<file path="src/rtl/ana_slv_pkg.sv">
package ana_slv_pkg;
  typedef enum logic [1:0] {
    OP_WR  = 2'b00,
    OP_SET = 2'b01,
    OP_CLR = 2'b10,
    OP_MSK = 2'b11
  } ana_op_e;
endpackage

</file>
<file path="src/rtl/ana_op_unit.sv">
module ana_op_unit #(
  parameter int DW = 8,
  parameter int NW = 4,
  localparam int NSELW = $clog2(DW / NW)
) (
  input  logic [1:0]       op,
  input  logic [DW-1:0]    cur,
  input  logic [DW-1:0]    wdata,
  input  logic [NW-1:0]    mask,
  input  logic [NSELW-1:0] nib,
  output logic [DW-1:0]    nxt
);
  import ana_slv_pkg::*;
  logic [NW-1:0] old_nib, new_nib;

  always_comb begin
    old_nib = cur[int'(nib)*NW +: NW];
    new_nib = (old_nib & ~mask) | (wdata[NW-1:0] & mask);
    nxt = cur;
    case (ana_op_e'(op))
      OP_WR:   nxt = wdata;
      OP_SET:  nxt = cur | wdata;
      OP_CLR:  nxt = cur & ~wdata;
      default: nxt[int'(nib)*NW +: NW] = new_nib;
    endcase
  end
endmodule

</file>
<file path="src/rtl/ana_reg_bank.sv">
module ana_reg_bank #(
  parameter int NUM_REGS = 12,
  parameter int AW = 4,
  parameter int DW = 8
) (
  input  logic                   clk,
  input  logic                   rst,
  input  logic                   we,
  input  logic [AW-1:0]          addr,
  input  logic [DW-1:0]          wval,
  output logic [DW-1:0]          rd_word,
  output logic [NUM_REGS*DW-1:0] q_flat
);
  logic [DW-1:0] regs [NUM_REGS];

  for (genvar i = 0; i < NUM_REGS; i++) begin : g_reg
    always_ff @(posedge clk) begin
      if (rst) regs[i] <= '0;
      else if (we && addr == AW'(i)) regs[i] <= wval;
    end
    assign q_flat[i*DW +: DW] = regs[i];
  end

  always_comb begin
    rd_word = '0;
    for (int i = 0; i < NUM_REGS; i++)
      if (addr == AW'(i)) rd_word = regs[i];
  end
endmodule

</file>
<file path="src/rtl/ana_nib_mux.sv">
module ana_nib_mux #(
  parameter int DW = 8,
  parameter int NW = 4,
  localparam int NSELW = $clog2(DW / NW)
) (
  input  logic [DW-1:0]    word,
  input  logic [NSELW-1:0] sel,
  output logic [NW-1:0]    nib
);
  assign nib = word[int'(sel)*NW +: NW];
endmodule

</file>
<file path="src/rtl/ana_slave_regfile.sv">
module ana_slave_regfile #(
  parameter int NUM_REGS = 12,
  parameter int AW = 4,
  parameter int DW = 8,
  parameter int NW = 4,
  localparam int NSELW = $clog2(DW / NW)
) (
  input  logic                   clk,
  input  logic                   rst,
  input  logic                   req_valid,
  output logic                   req_ready,
  input  logic                   req_write,
  input  logic [1:0]             req_op,
  input  logic [AW-1:0]          req_addr,
  input  logic [DW-1:0]          req_wdata,
  input  logic [NW-1:0]          req_mask,
  input  logic [NSELW-1:0]       req_nib,
  output logic                   rsp_valid,
  output logic [NW-1:0]          rsp_rdata,
  output logic [NUM_REGS*DW-1:0] ana_ctrl
);
  logic          addr_hit, take, we;
  logic [DW-1:0] cur_word, nxt_word;
  logic [NW-1:0] rd_nib;

  assign req_ready = ~rst;
  assign take      = req_valid & req_ready;
  assign addr_hit  = {1'b0, req_addr} < (AW+1)'(NUM_REGS);
  assign we        = take & req_write & addr_hit;

  ana_reg_bank #(.NUM_REGS(NUM_REGS), .AW(AW), .DW(DW)) bank_i (
    .clk(clk), .rst(rst), .we(we), .addr(req_addr), .wval(nxt_word),
    .rd_word(cur_word), .q_flat(ana_ctrl)
  );

  ana_op_unit #(.DW(DW), .NW(NW)) op_i (
    .op(req_op), .cur(cur_word), .wdata(req_wdata), .mask(req_mask),
    .nib(req_nib), .nxt(nxt_word)
  );

  ana_nib_mux #(.DW(DW), .NW(NW)) mux_i (
    .word(cur_word), .sel(req_nib), .nib(rd_nib)
  );

  always_ff @(posedge clk) begin
    if (rst) begin
      rsp_valid <= 1'b0;
      rsp_rdata <= '0;
    end else begin
      rsp_valid <= take;
      rsp_rdata <= (take && !req_write) ? rd_nib : '0;
    end
  end
endmodule

</file>
<file path="config.mk">
export PLATFORM = sky130hd
export DESIGN_NAME = ana_slave_regfile
export DESIGN_NICKNAME = d
export VERILOG_FILES = /design/src/rtl/ana_slv_pkg.sv /design/src/rtl/ana_op_unit.sv /design/src/rtl/ana_reg_bank.sv /design/src/rtl/ana_nib_mux.sv /design/src/rtl/ana_slave_regfile.sv
export SDC_FILE = /design/constraint.sdc
export NUM_CORES = 1
export LEC_CHECK = 0
export BUFFER_PORTS_ARGS = -buffer_cell sky130_fd_sc_hd__clkbuf_2
export CORE_ASPECT_RATIO = 1.75
export CORE_MARGIN = 5
export CORE_UTILIZATION = 35
export CTS_CLUSTER_DIAMETER = 80
export DETAILED_ROUTE_END_ITERATION = 7
export GPL_ROUTABILITY_DRIVEN = 1
export MAX_ROUTING_LAYER = met4
export PLACE_DENSITY = 0.64
export SYNTH_ARGS = -nofsm -noshare
export SYNTH_HDL_FRONTEND = slang
export SYNTH_HIERARCHICAL = 1
export SYNTH_SLANG_ARGS = --single-unit
</file>
<file path="constraint.sdc">
create_clock -name clk -period 2.8 [get_ports clk]
set_input_delay 0.42 -clock clk [delete_from_list [all_inputs] [get_ports clk]]
set_output_delay 0.42 -clock clk [all_outputs]
set_load 0.02 [all_outputs]
</file>
# Word-level counts from Yosys, hierarchy flattened
# Memory sizes are Yosys's and may differ from the RTL's.
# Index checks and enable logic that the tools add are counted.
[totals]
ff_bits = 5
ram_bits = 96
inputBits = 23
mem_count = 1
[mem_list]
columns = ["memory", "depth", "word_bits", "rd", "rd_clocked_by_memory_dff", "wr", "line", "source"]
rows = [
  ["bank_i.regs", 12, 8, 12, 0, 12, "ana_reg_bank.sv:14", "logic [DW-1:0] regs [NUM_REGS];"],
]
[op_classes]
addsub = 1
order_cmp = 1
eq_ne = 13
n_shift = 3
n_mux = 64
bitwise_logic = 24
reduce_logical = 17
[ops]
columns = ["cell", "n"]
rows = [
  ["$mux 8", 24],
  ["$mux 1", 38],
  ["$neg 3->33", 1],
  ["$shift 4x33->8 const A", 1],
  ["$shiftx 4x33->8", 1],
  ["$pmux 8 s3", 1],
  ["$eq 4x3->1 const B", 4],
  ["$eq 4x4->1 const B", 4],
  ["$logic_and 1x1->1", 13],
  ["$or 1x1->1", 12],
  ["$and 4x4->4", 2],
  ["$and 8x8->8", 1],
  ["$bwmux 8", 1],
  ["$eq 4x2->1 const B", 2],
  ["$not 8->8", 1],
  ["$or 8x8->8", 1],
  ["$shiftx 8x4->4", 1],
  ["$eq 4x1->1 const B", 1],
  ["$logic_not 4->1", 1],
  ["$lt 4x4->1 const B", 1],
  ["$not 4->4", 1],
  ["$or 4x4->4", 1],
  ["$and 1x1->1", 3],
  ["$eq 2x1->1 const B", 1],
  ["5 further kinds", 6],
]

# Longest topological paths before layout
# Gate-level depths: netlist of run 1.
[depth]
depth_word = 20
depth_mapped = 12
mapped_depth_nobuf = 9

# Modules after synthesis
# Netlist of run 1, hierarchy kept.
[by_module_without_submodules]
columns = ["mod", "instances", "cells_per_inst", "area_per_inst_um2", "seq_area_each_um2"]
rows = [
  ["ana_reg_bank", 1, 400, 4772.1, 2882.8],
  ["ana_op_unit", 1, 49, 341.6, 0.0],
  ["ana_slave_regfile", 1, 14, 157.7, 100.1],
  ["ana_nib_mux", 1, 4, 45.0, 0.0],
]

# Worst setup path after synthesis of run 1
# No wires, ideal clock.
[synth_timing]
kind = "input to register"
from = "input port req_addr[0]"
to = "memory bank_i.regs[11][7] (netlist: bank_i/regs[2][31]) (data pin)"
t_arrival_ns = 2.154
slack_ns = 0.392
stages = 10
n_path_buf = 2
path_cell_list = "buf_2 mux4_2 and2_0 o21ai_0 a32oi_1 a21oi_1 o22ai_1 a21o_1 clkbuf_1 and2_1"
[synth_lines]
columns = ["element", "line", "source"]
rows = [
  ["start, declared", "ana_slave_regfile.sv:14", "input logic [AW-1:0] req_addr,"],
  ["end, declared", "ana_reg_bank.sv:14", ""],
]

==> results of run 1 <==
[cell families after synthesis]
family	Yosys count	share of synthesized area
AND/OR/NAND/NOR	192	0.209
AO/OA/AOI/OAI	104	0.128
flip-flops	101	0.561
buffers and inverters	38	0.0337
multiplexers	29	0.0638
XOR/XNOR	3	0.00494
[cells in the final DEF (no fill, tap or decap), types with 3 or more instances in the layout]
cell / n
clkbuf_2: 124
o2111ai_1: 4
mux2i_1: 17
nor2_2: 4
xor2_1: 3
edfxtp_1: 96
a211oi_1: 4
and2_1: 100
mux2_2: 9
nand4bb_1: 3
nor3_1: 5
a32oi_1: 5
o211ai_1: 4
o21ai_0: 23
nor3_2: 3
nor2b_1: 7
dfxtp_1: 5
inv_1: 6
o21bai_1: 9
nand3_1: 6
a21o_1: 5
a31o_2: 3
a31oi_1: 7
a21oi_1: 18
clkbuf_16: 9
o21ai_1: 3
a2bb2oi_1: 3
buf_4: 60
nor2_1: 22
nand2_1: 27
nand2b_1: 7
o22ai_1: 8
mux4_2: 3
buf_12: 3
[per-layer routing]
metal,up-vias,global-route usage
li1,2036,-
met1,2171,0.212
met2,186,0.362
met3,66,0.0367
met4,0,0.132
met5,-,-
[worst max-delay path, stage by stage]
cell,delay [ps]
clkbuf_2,160
buf_12,180
mux4_2,520
and2_0,170
o21ai_0,200
a32oi_1,210
mux2i_1,180
o22ai_1,100
a21o_1,310
and2_1,200
[flip-flops by register name, indices dropped and copies added (netlist names)]
register / flops
rsp_valid: 1
rsp_rdata: 4
bank_i/regs: 96
[metrics by stage]
| step | power (mW) | cell area (sq um) |
|---|---|---|
| after floorplan | 2.07 | 5320 |
| after global placement | 2.37 | 6520 |
| after detailed placement | 2.38 | 6520 |
| after CTS | 3.65 | 6840 |
| after global routing | 3.73 | 6840 |
| final | 3.63 | 6840 |
[cell type report]
class | instances | area [sq um] | area share
inverters | 7 | 26.3 | 0.00384
clock buffers | 9 | 225 | 0.0329
repair buffers | 187 | 1130 | 0.165
well taps | 183 | 229 | 0.0335
multi-input cells | 328 | 2150 | 0.315
flip-flops and latches | 101 | 2980 | 0.436
clock inverters | 7 | 86.3 | 0.0126
[worst paths after layout]
kind                            from                 to  depth (start not counted)  slack (ps)
hold reg to reg   bank_i/regs[2][26]       rsp_rdata[2]                          5        1090
setup / recovery         req_addr[0]  bank_i/regs[0][7]                         10         230
setup reg to reg  bank_i/regs[0][31]  bank_i/regs[0][7]                          8         230
hold / removal                   rst          rsp_valid                          2         250
[power groups by stage]
stage	clock [mW]	combinational [mW]	sequential [mW]
2_1_floorplan	0	0.240	1.83
3_3_place_gp	0	0.591	1.78
3_5_place_dp	0	0.598	1.78
4_1_cts	1.30	0.600	1.74
5_1_grt	1.35	0.636	1.75
6_report	1.29	0.600	1.74
==> results_dict.tcl, run 1 <==
set metrics [dict create \
    status "complete, no violations" \
    power_density_nw_per_um2 531 \
    num_vias 4459 \
    grt-ovfl-total 0 \
    post-cts-setup-buffers 0 \
    clkPwrFrac 0.354 \
    critPathArrivalTime_ps 2670 \
    n_antenna_cell 0 \
    fin_ws_ps 232 \
    grt_max_degree 19 \
    rows 59 \
    fp.dieH_microns 173 \
    yosysMostFrequentCell "and2_1" \
    p_int_mw 2.64 \
    seqPwrFrac 0.480 \
    cts_made_buffers 9 \
    hold_viol 0 \
    rsz0062_at_grt "no" \
    seq_area_frac_synth 0.561 \
    gp_congestion 1.04 \
    port-buffer-count 124 \
    power_frac_comb 0.165 \
    ctsResizeCount 0 \
    crit_path_start_kind "input pin" \
    dp_slack_ps -56.4 \
    hold_class "input pin to flop" \
    worstSetupEndpointType "flop" \
    yosysWarnings 6 \
    synth_top_cell_by_area "edfxtp_1" \
    max_freq_ghz 0.389 \
    netlist_area_sq_um 5320 \
    met3_length_microns 973 \
    dp_cells 806 \
    synth_commonest_cells "and2_1 (100), edfxtp_1 (96), nand2_1 (27), o21ai_0 (23), nor2_1 (22)" \
    cts-root-buf "clkbuf_16" \
    dp_hpwl_microns 14500 \
    max_slew_margin 0.640 \
    fin_nets 657 \
    dr.first_iter.drc_count 299 \
    wirelength_met1_microns 6230 \
    clock_latency_ps 350 \
    final_cell_count_no_fill 822 \
    fin_crit_sh 0.917 \
    antenna_found_initial 0 \
    syn_to_final_growth_pct 28.6 \
    grt_usage 0.210 \
    path_max_fanout 16 \
    leakagePower_nw 2.87 \
    synth_area_leaders "edfxtp_1 (54%), and2_1 (12%), mux2i_1 (3.2%), o21ai_0 (2.2%), mux2_2 (1.9%)" \
    synth_edf_count 96 \
    final_util 0.458 \
    fill_cells 1447 \
    yosys_register_bits 101 \
    path_clk_slew_ps 70 \
    finClkSkew_ps 6.76 \
    clock-sinks 101 \
    p_sw_mw 0.997 \
    cts_tree "built" \
    setup-violations-final 0 \
    drv_cap 0 \
    syn_nets 490 \
    core_area_sq_um 14900 \
    synth_top_area_share 0.542 \
    finalMaxSlewViolations 0 \
    dr.pass1.iters 7 \
    crit_type "input pin to flop" \
    die_w_microns 103 \
    wl_met2_microns 9690 \
    via_per_inst 5.42 \
    drc 0 \
    die_area_sq_um 17900 \
    layout-drive-gt1-share 0.358 \
    start_util 0.357 \
    fin_crit_ps 2570 \
    ys_types 48 \
    routed.top_layer "met4" \
    setup_tns_ps 0 \
    grt_pass1_wl_microns 27000 \
    routedWlPerCell_microns 22.1 \
    ir_drop_uv 400 \
    ys.flop_type "edfxtp_1" \
    timing.hold.ws_ps 254 \
    syn-mean-instance-area_sq_um 11.4 \
    finalWirelength_microns 18100 \
    synthArstFlopShare 0 \
    synth_cells 467 \
    worstMarginPinSlew_ps 538 \
    io_pins 125 \
    switching_share 0.275 \
    grt_pass1_vias 4679 \
    htreeDepth 3 \
    hold_buffers 0 \
    postRouteAntennaNets 0 \
    required_ps 2900 \
    cts_buffer_depth 2 \
]
Power figures use the tool's default switching activity.
==> run 2: changes to the inputs <==
- CTS_CLUSTER_SIZE: default -> 40
- clock period: 2.8 -> 3.2 ns (I/O delays scaled with it)
==> results_dict.tcl, run 2 (synthesis gave the netlist of run 1 again) <==
set metrics [dict create \
    status "complete, no violations" \
    finalWirelength_microns 17700 \
    layout-drive-gt1-share 0.317 \
    routedWlPerCell_microns 22.6 \
    setup-violations-final 0 \
    final_common_cell "clkbuf_2" \
    hold_viol 0 \
    largest-register "bank_i/regs" \
    ir_drop_uv 237 \
    multi_input_area_sq_um 2160 \
    fin_ws_ps 226 \
    grt_pass1_wl_microns 26400 \
    drc 0 \
    n_antenna_cell 0 \
    met1_usage 0.222 \
    fin_crit_ps 2970 \
    grt_pass1_vias 4430 \
    num_vias 4312 \
    cts-root-buf "clkbuf_16" \
    htreeDepth 3 \
    top_regs "bank_i/regs (96), rsp_rdata (4), rsp_valid (1)" \
    rsz0062_at_grt "no" \
    cts_made_buffers 9 \
    postRouteAntennaNets 0 \
    worstMarginPinSlew_ps 792 \
    required_ps 3420 \
    hold_class "input pin to flop" \
    register_area_sq_um 2980 \
    crit_type "input pin to flop" \
    largest_reg_flops 96 \
    gr-usage-met3 0.0379 \
    start_util 0.357 \
    layout_common_cells "clkbuf_2 (124), and2_1 (100), edfxtp_1 (96), nand2_1 (27), o21ai_0 (23)" \
    fin_nets 618 \
    clock-sinks 101 \
    cts_tree "built" \
    path_max_fanout 18 \
    cts_buffer_depth 2 \
    drv_cap 0 \
    timing.hold.ws_ps 313 \
    path_clk_slew_ps 70 \
    die_w_microns 103 \
    io_pins 125 \
    setup_tns_ps 0 \
    worstSetupEndpointType "flop" \
    dr.first_iter.drc_count 389 \
    finClkSkew_ps 10.7 \
    dr.pass1.iters 5 \
    fill_cells 1465 \
    use_met2 0.353 \
    grt-ovfl-total 0 \
    max_slew_margin 0.471 \
    finalMaxSlewViolations 0 \
    crit_path_start_kind "input pin" \
    fp.dieH_microns 173 \
    leakagePower_nw 2.66 \
    critPathArrivalTime_ps 3200 \
    power_density_nw_per_um2 467 \
    syn_to_final_growth_pct 22.2 \
    gp_congestion 0.988 \
    post-cts-setup-buffers 0 \
    dp_hpwl_microns 13700 \
    clock_latency_ps 350 \
    grt_usage 0.206 \
    rows 59 \
    grt_max_degree 44 \
    dp_slack_ps -258 \
    top_usage_layer "met2" \
    antenna_found_initial 0 \
    die_area_sq_um 17900 \
    port-buffer-count 124 \
    core_area_sq_um 14900 \
    via_per_inst 5.51 \
    max_freq_ghz 0.336 \
    fin_crit_sh 0.929 \
]
[run 2: worst max-delay path, stage by stage]
cell and delay [ps]:
clkbuf_2 260, nor2_1 350, buf_4 200, o21ai_0 100, a211oi_1 270, o21ai_0 190
a32oi_1 460, mux2i_1 140, o22ai_1 180, a21o_2 350, and2_1 190
[run 2: power breakdown]
group / leakage [nW] / total [mW] / internal (mW) / switching, mW
clock network: 0.129 / 1.04 / 0.535 / 0.501
registers: 1.03 / 1.53 / 1.49 / 0.0362
logic: 1.50 / 0.473 / 0.155 / 0.318
[run 2: routing by layer]
layer,share of wire,vias to the layer above
met1,0.35,2083
met2,0.54,215
li1,-,1952
met5,0,-
met4,0.054,0
met3,0.056,62
[run 2: worst paths after layout]
| check | start | to | slack (ps) | depth (start not counted) |
|---|---|---|---|---|
| setup / recovery | req_addr[3] | bank_i/regs[0][14] | 230 | 11 |
| hold / removal | rst | rsp_valid | 310 | 2 |
| setup reg to reg | bank_i/regs[0][31] | bank_i/regs[0][23] | 630 | 8 |
| hold reg to reg | bank_i/regs[0][20] | rsp_rdata[0] | 1160 | 5 |
[run 2: what timing repair did]
item	4_1_cts	5_1_grt
setup endpoints to repair	0	12
hold endpoints to repair	0	0
hold buffers	0	0
resized for setup	0	1
[run 2: layout make-up]
class	count	area share
sequential	101	0.459
multi-input combinational	328	0.332
timing repair buffer	148	0.127
clock buffer	10	0.0352
tap	183	0.0352
clock inverter	6	0.00732
inverter	7	0.00404
[run 2: through the flow]
step	utilization	power [mW]	cell area (sq um)	cells
after global routing	0.436	3.13	6500	783
after CTS	0.436	3.04	6490	783
after detailed placement	0.417	2.03	6220	767
after floorplan	-	1.82	5320	467
final	0.436	3.04	6500	783
after global placement	0.417	2.02	6220	767
==> run 3: changes to the inputs <==
- MAX_ROUTING_LAYER: met4 -> default
==> results_dict.tcl, run 3 (synthesis gave the netlist of run 1 again) <==
set metrics [dict create \
    via_per_inst 5.46 \
    p_sw_mw 0.841 \
    layout-drive-gt1-share 0.318 \
    worstSetupEndpointType "flop" \
    fin_crit_sh 0.898 \
    n_antenna_cell 0 \
    crit_type "input pin to flop" \
    p_int_mw 2.18 \
    slowest_stage "a32oi_1" \
    io_pins 125 \
    post-cts-setup-buffers 0 \
    dpl-instance-area_sq_um 6220 \
    finClkSkew_ps 9.57 \
    largest_reg_flops 96 \
    path_max_fanout 12 \
    antenna_found_initial 0 \
    timing.hold.ws_ps 314 \
    critPathArrivalTime_ps 3080 \
    crit_path_start_kind "input pin" \
    start_util 0.357 \
    cts_tree "built" \
    htreeDepth 3 \
    layout_common_cells "clkbuf_2 (124), and2_1 (100), edfxtp_1 (96), nand2_1 (27), o21ai_0 (23)" \
    top_regs "bank_i/regs (96), rsp_rdata (4), rsp_valid (1)" \
    min_from "rst" \
    syn_to_final_growth_pct 22.2 \
    num_vias 4274 \
    finalWirelength_microns 17300 \
    grt_pass1_vias 4371 \
    port-buffer-count 124 \
    crit_top_cell "o21ai_0" \
    largest-register "bank_i/regs" \
    drc 0 \
    cts-root-buf "clkbuf_16" \
    rows 59 \
    dr.pass1.iters 5 \
    dr.first_iter.drc_count 370 \
    setup-violations-final 0 \
    die_area_sq_um 17900 \
    max_freq_ghz 0.348 \
    grt_max_degree 44 \
    grt_usage 0.195 \
    drv_cap 0 \
    final_util 0.436 \
    cts_buffer_depth 2 \
    fill_cells 1438 \
    switching_share 0.279 \
    ctsResizeCount 0 \
    fin_crit_ps 2870 \
    die_w_microns 103 \
    core_area_sq_um 14900 \
    rsz0062_at_grt "no" \
    gp_congestion 0.978 \
    required_ps 3410 \
    register_area_sq_um 2980 \
    seqPwrFrac 0.506 \
    fin_nets 618 \
    cts_made_buffers 9 \
    power_density_nw_per_um2 464 \
    crit_chain "clkbuf_2, nor2_2, o21ai_0, a211oi_1, o21ai_0, a32oi_1, mux2i_1, o22ai_1, a21o_2, and2_1" \
    power_frac_comb 0.156 \
    clock_latency_ps 340 \
    leakagePower_nw 2.66 \
    power_mw 3.02 \
    final_common_cell "clkbuf_2" \
    routedWlPerCell_microns 22.1 \
    clkPwrFrac 0.338 \
    hold_class "input pin to flop" \
    worstMarginPinSlew_ps 853 \
    fp.dieH_microns 173 \
    cp_num_buf_inv 1 \
    hold_buffers 0 \
    status "complete, no violations" \
    postRouteAntennaNets 0 \
    dp_hpwl_microns 13500 \
    hold_viol 0 \
    multi_input_area_sq_um 2160 \
    finalMaxSlewViolations 0 \
    path_clk_slew_ps 70 \
    ir_drop_uv 222 \
    grt-ovfl-total 0 \
    r2r_start "bank_i/regs[0][31]" \
    clock-sinks 101 \
    max_slew_margin 0.430 \
    cp_top_family "compound AO/OA/AOI/OAI gates" \
    final_area_sq_um 6500 \
    startpoint "req_addr[3]" \
    slowest_delay_ps 470 \
    grt_pass1_wl_microns 25900 \
]
## run 3: cell count changes in the layout (fill, tap and decap cells not counted), sizes merged
cell,delta
inv,-1
clkbuf,-1
clkinv,+2
## run 3: final cells by class
type / instances / area share
Multi-Input combinational cell: 328 / 0.332
Tap cell: 183 / 0.0352
Sequential cell: 101 / 0.459
Timing Repair Buffer: 148 / 0.127
Clock buffer: 9 / 0.0347
Inverter: 7 / 0.00404
Clock inverter: 7 / 0.00789
## run 3: power by group through the flow
stage	registers, mW	clock network [mW]	logic, mW
global placement	1.56	0	0.465
detailed placement	1.56	0	0.470
floorplan	1.60	0	0.210
global route	1.53	1.07	0.502
CTS	1.53	1.02	0.472
finish	1.53	1.02	0.471
## run 3: final timing paths
check | end | depth (start not counted) | slack (ps)
worst max register to register | bank_i/regs[1][15] | 8 | 660
worst min-delay path | rsp_valid | 2 | 310
worst min register to register | rsp_rdata[1] | 5 | 1140
worst max-delay path | bank_i/regs[2][6] | 10 | 330
## run 3: stage by stage
step           std cells  TNS (ps)  worst slack [ps]
6_report             783         0               328
5_1_grt              783         0               166
4_1_cts              783         0              82.5
3_5_place_dp         767     -3080              -262
3_3_place_gp         767     -2990              -254
2_1_floorplan        467         0               732
## run 3: layer usage
layer	track usage	up-vias	share of wire
met5	0	-	0
met4	0.0951	0	0.051
met3	0.0355	54	0.063
met2	0.353	189	0.54
met1	0.209	2073	0.35
li1	-	1958	-
